## src/rtl/p2s_pkg.sv

```systemverilog
package p2s_pkg;
  // control unit states
  typedef enum logic {
    ST_IDLE  = 1'b0,
    ST_SHIFT = 1'b1
  } p2s_state_e;
endpackage

```

## src/rtl/p2s_ctrl.sv

```systemverilog
module p2s_ctrl
  import p2s_pkg::*;
(
  input  logic clk,
  input  logic rst,
  input  logic load_i,
  input  logic slot_last_i,
  output logic load_en_o,
  output logic shift_en_o,
  output logic idle_o
);
  p2s_state_e state_q, state_d;

  always_comb begin
    state_d    = state_q;
    load_en_o  = 1'b0;
    shift_en_o = 1'b0;
    unique case (state_q)
      ST_IDLE: begin
        if (load_i) begin
          load_en_o = 1'b1;
          state_d   = ST_SHIFT;
        end
      end
      ST_SHIFT: begin
        shift_en_o = 1'b1;
        if (slot_last_i) state_d = ST_IDLE;
      end
      default: state_d = ST_IDLE;
    endcase
  end

  always_ff @(posedge clk) begin
    if (rst) state_q <= ST_IDLE;
    else     state_q <= state_d;
  end

  assign idle_o = (state_q == ST_IDLE);
endmodule

```

## src/rtl/p2s_slot_cnt.sv

```systemverilog
module p2s_slot_cnt #(
  parameter int WORD_W = 8,
  localparam int CNT_W = (WORD_W > 1) ? $clog2(WORD_W) : 1
) (
  input  logic clk,
  input  logic rst,
  input  logic clear_i,
  input  logic step_i,
  output logic last_o
);
  localparam logic [CNT_W-1:0] LAST_SLOT = CNT_W'(WORD_W - 1);

  logic [CNT_W-1:0] cnt_q;

  always_ff @(posedge clk) begin
    if (rst || clear_i) cnt_q <= '0;
    else if (step_i)    cnt_q <= (cnt_q == LAST_SLOT) ? '0 : cnt_q + 1'b1;
  end

  assign last_o = (cnt_q == LAST_SLOT);
endmodule

```

## src/rtl/p2s_shifter.sv

```systemverilog
module p2s_shifter #(
  parameter int WORD_W = 8
) (
  input  logic              clk,
  input  logic              rst,
  input  logic              load_i,
  input  logic              shift_i,
  input  logic [WORD_W-1:0] word_i,
  output logic              lsb_o
);
  logic [WORD_W-1:0] sreg_q;

  always_ff @(posedge clk) begin
    if (rst)          sreg_q <= '0;
    else if (load_i)  sreg_q <= word_i;
    else if (shift_i) sreg_q <= {1'b0, sreg_q[WORD_W-1:1]};
  end

  assign lsb_o = sreg_q[0];
endmodule

```

## src/rtl/p2s_parity_ff.sv

```systemverilog
module p2s_parity_ff (
  input  logic clk,
  input  logic rst,
  input  logic clear_i,
  input  logic fold_i,
  input  logic bit_i,
  output logic par_o
);
  logic par_q;

  // D flip-flop: next = bit XOR present while folding
  always_ff @(posedge clk) begin
    if (rst || clear_i) par_q <= 1'b0;
    else if (fold_i)    par_q <= par_q ^ bit_i;
  end

  assign par_o = par_q;
endmodule

```

## src/rtl/p2s_parity_tx.sv

```systemverilog
module p2s_parity_tx #(
  parameter int WORD_W = 8
) (
  input  logic              clk,
  input  logic              rst,
  input  logic              load_i,
  input  logic [WORD_W-1:0] word_i,
  output logic              ser_o,
  output logic              ser_vld_o,
  output logic              done_o,
  output logic              ready_o
);
  logic load_en, shift_en, idle, slot_last;
  logic lsb, par;
  logic ser_q, vld_q, tail_q, done_q;

  p2s_ctrl u_ctrl (
    .clk         (clk),
    .rst         (rst),
    .load_i      (load_i),
    .slot_last_i (slot_last),
    .load_en_o   (load_en),
    .shift_en_o  (shift_en),
    .idle_o      (idle)
  );

  p2s_slot_cnt #(.WORD_W(WORD_W)) u_cnt (
    .clk     (clk),
    .rst     (rst),
    .clear_i (load_en),
    .step_i  (shift_en),
    .last_o  (slot_last)
  );

  p2s_shifter #(.WORD_W(WORD_W)) u_shift (
    .clk     (clk),
    .rst     (rst),
    .load_i  (load_en),
    .shift_i (shift_en),
    .word_i  (word_i),
    .lsb_o   (lsb)
  );

  p2s_parity_ff u_par (
    .clk     (clk),
    .rst     (rst),
    .clear_i (load_en),
    .fold_i  (shift_en && !slot_last),
    .bit_i   (lsb),
    .par_o   (par)
  );

  // output stage: last slot takes the running parity instead of the top bit
  always_ff @(posedge clk) begin
    if (rst) begin
      ser_q  <= 1'b0;
      vld_q  <= 1'b0;
      tail_q <= 1'b0;
      done_q <= 1'b0;
    end else begin
      ser_q  <= shift_en ? (slot_last ? par : lsb) : 1'b0;
      vld_q  <= shift_en;
      tail_q <= shift_en && slot_last;
      done_q <= tail_q;
    end
  end

  assign ser_o     = ser_q;
  assign ser_vld_o = vld_q;
  assign done_o    = done_q;
  assign ready_o   = idle;
endmodule

```

## config.mk

```make
export PLATFORM = sky130hd
export DESIGN_NAME = p2s_parity_tx
export DESIGN_NICKNAME = d
export VERILOG_FILES = /design/src/rtl/p2s_pkg.sv /design/src/rtl/p2s_ctrl.sv /design/src/rtl/p2s_slot_cnt.sv /design/src/rtl/p2s_shifter.sv /design/src/rtl/p2s_parity_ff.sv /design/src/rtl/p2s_parity_tx.sv
export SDC_FILE = /design/constraint.sdc
export NUM_CORES = 1
export LEC_CHECK = 0
export BUFFER_PORTS_ARGS = -buffer_cell sky130_fd_sc_hd__clkbuf_2
export CAP_MARGIN = 40
export CORE_MARGIN = 4
export CORE_UTILIZATION = 45
export CTS_BUF_LIST = sky130_fd_sc_hd__clkbuf_4 sky130_fd_sc_hd__clkbuf_8
export CTS_CLUSTER_DIAMETER = 60
export DETAILED_ROUTE_END_ITERATION = 7
export GPL_TIMING_DRIVEN = 0
export PLACE_DENSITY = 0.67
export SLEW_MARGIN = 10
export SYNTH_ARGS = -nofsm -noshare
export SYNTH_HDL_FRONTEND = slang
export SYNTH_SLANG_ARGS = --single-unit
```

## constraint.sdc

```tcl
create_clock -name clk -period 3.1 [get_ports clk]
set_clock_uncertainty 0.05 [all_clocks]
set_input_delay 0.62 -clock clk [delete_from_list [all_inputs] [get_ports clk]]
set_output_delay 0.62 -clock clk [all_outputs]
set_load 0.1 [all_outputs]
```

==> results_dict.tcl <==
set metrics [dict create \
    coreArea_sq_um 1580 \
    fin_crit_sh_pct 66.9 \
    synth_fp_nets 91 \
    startpoint_type "register" \
    r2r_slack_ns 1.72 \
    drcViolationCount 0 \
    p_seq_share_pct 53.7 \
    layout_common_cells "dfxtp_1, clkbuf_2, nand2_1" \
    dpl.hpwl_um 957 \
    swShare_pct 26.2 \
    cts_resized 0 \
    hp-class "register to register" \
    totalPowerFinal_mw 0.434 \
    crit_buf_inv 4 \
    clkSinkCount 17 \
    vias 563 \
    ios 15 \
    yosysTopAreaCell "dfxtp_1" \
    final_common_cell "dfxtp_1" \
    place_area_sq_um 873 \
    gp_congestion 0.695 \
    crit-reg2reg-capture "u_par.par_o" \
    post_cts_buffers 0 \
    die_area_sq_um 2470 \
    worst_skew_pair.late_latency_ns 0.29 \
    min_period_ns 2.07 \
    cp_max_fo 10 \
    first_global_vias 556 \
    yosysUniqueCellTypes 24 \
    final_util_pct 57.3 \
    die_h_um 49.7 \
    synth.top_cell.area_share_pct 43.5 \
    area_growth_pct 15.3 \
    hold_viol 0 \
    synth_seq_cells 17 \
    setup_viol 0 \
    cp_slowest_cell "clkbuf_2" \
    min-delay-start "tail_q" \
    portBuffers 14 \
    ant_nets 0 \
    clock.fmax_ghz 0.482 \
    avgSynthCellArea_sq_um 10.2 \
    cp-end-kind "output pin" \
    relSlewSlack_pct 63.9 \
    crit_chain "buf_4 -> inv_2 -> buf_12 -> clkbuf_2" \
    worst-endpoint-arrival_ns 1.40 \
    cts_buffer_depth 2 \
    cts_hold_buf 0 \
    yosys-top-cells-area "dfxtp_1, mux2_4, a21oi_2, ha_1, nand2_1" \
    rows 14 \
    holdPathStages 1 \
    stdcell_area_sq_um 903 \
    drive_above_1_share_pct 45.3 \
    p_per_area_nw_per_um2 480 \
    drv_cap 0 \
    antenna_found_initial 0 \
    leakagePower_nw 0.398 \
    synth-seq-area-share_pct 43.5 \
    avgViaCountPerCell 5.07 \
    tightest_slew_ns 0.544 \
    grt_usage_pct 13.0 \
    pwr-share-comb_pct 17.4 \
    dr.pass1.iters 1 \
    cp_top_family "buffers and inverters" \
    ys_warn_count 0 \
    rsz0062_at_grt "no" \
    crit_type "register to output pin" \
    htree_levels 1 \
    hold_path_end "done_o" \
    holdWs_ns 0.398 \
    cpPeakStageDelay_ns 0.45 \
    drt_wl_total_mm 1.34 \
    clockPowerShare_pct 28.9 \
    first_iter_violations 0 \
    cts_tree "yes" \
    cts-root-buf "clkbuf_4" \
    diodes 0 \
    routedWlPerCell_um 12.1 \
    fin_nets 110 \
    setup_tns_ns 0 \
    dieWidth_um 49.7 \
    critPathRequiredTime_ns 2.43 \
    status "finished, final reports clean" \
    p_switching_mw 0.114 \
    grt_max_degree 11 \
    peakVddDrop_v 0.000280 \
    r2r_start "u_cnt.cnt_q[0]" \
    ff2ff_path_depth 5 \
    clk_pin_slew_ns 0.09 \
    cts_buffers 3 \
    p_int_mw 0.320 \
    start_util_pct 49.7 \
    grt_pass1_wl_mm 2.39 \
    synthesis.area_sq_um 783 \
    drv_slew 0 \
    grt-ovfl-total 0 \
    synth_cells 77 \
]
==> cells in the mapped netlist <==
| master | n |
|---|---|
| nor3_1 | 2 |
| mux2_4 | 5 |
| nor3b_1 | 3 |
| buf_12 | 1 |
| buf_2 | 2 |
| buf_6 | 1 |
| a211oi_1 | 2 |
| nand2_1 | 10 |
| and2_1 | 1 |
| a21oi_1 | 6 |
| nand2b_1 | 1 |
| ha_1 | 3 |
| mux2i_1 | 1 |
| dfxtp_1 | 17 |
| nor2_2 | 1 |
| a21oi_2 | 5 |
| nand2_2 | 5 |
| o21ai_0 | 1 |
| mux2_2 | 2 |
| buf_4 | 1 |
| nor2_1 | 4 |
| inv_2 | 1 |
| o21ba_2 | 1 |
| nor2b_1 | 1 |
==> flip-flops by register name (all words and copies together), names as in the netlist <==
| name | cells |
|---|---|
| ser_o | 1 |
| u_shift.sreg_q | 8 |
| tail_q | 1 |
| u_ctrl.state_q | 1 |
| u_par.par_o | 1 |
| done_o | 1 |
| ser_vld_o | 1 |
| u_cnt.cnt_q | 3 |
==> logic make-up after synthesis <==
| kind of cell | share of synthesized area, % |
|---|---|
| DFF | 43.5 |
| muxes | 13.7 |
| AOI/OAI and AO/OA | 13.3 |
| and+or+nand+nor | 18.1 |
| adders and majority gates | 4.79 |
| buffers and inverters | 6.71 |
==> worst max-delay path by stage <==
stage	slack (ns)	end	start	cells past startpoint
3_5_place_dp	1.33	ready_o	u_ctrl.state_q	4
6_report	1.03	ready_o	u_ctrl.state_q	4
2_1_floorplan	1.52	done_o	done_o	0
3_3_place_gp	1.34	ready_o	u_ctrl.state_q	4
5_1_grt	0.96	ready_o	u_ctrl.state_q	4
4_1_cts	1.00	ready_o	u_ctrl.state_q	4
==> final cells by class <==
cell class / instances / area (sq um)
clock buffer: 4 / 30.0
timing repair buffer: 14 / 70.1
buffer: 5 / 48.8
inverter: 1 / 3.75
sequential: 17 / 340
tap: 16 / 20.0
multi-input combinational: 54 / 390
fill: 155 / 673
==> power groups by stage <==
stage / clock [mW] / sequential, mW / combinational, mW
2_1_floorplan: 0 / 0.243 / 0.0541
3_3_place_gp: 0 / 0.238 / 0.0758
3_5_place_dp: 0 / 0.238 / 0.0765
4_1_cts: 0.133 / 0.233 / 0.0770
5_1_grt: 0.145 / 0.234 / 0.0825
6_report: 0.125 / 0.233 / 0.0757
==> routing by layer <==
layer	wire [um]	global-route usage (%)	vias up
met3	66	3.92	4
met5	0	0	-
met1	633	14.2	252
li1	-	-	295
met4	39	11.1	0
met2	602	20.3	12
==> per-stage QoR <==
step	std cells	setup WS, ns
floorplan	77	1.52
global placement	107	1.34
detailed placement	107	1.33
CTS	111	1.00
global route	111	0.963
finish	111	1.03
(Power assumes the default switching activity.)
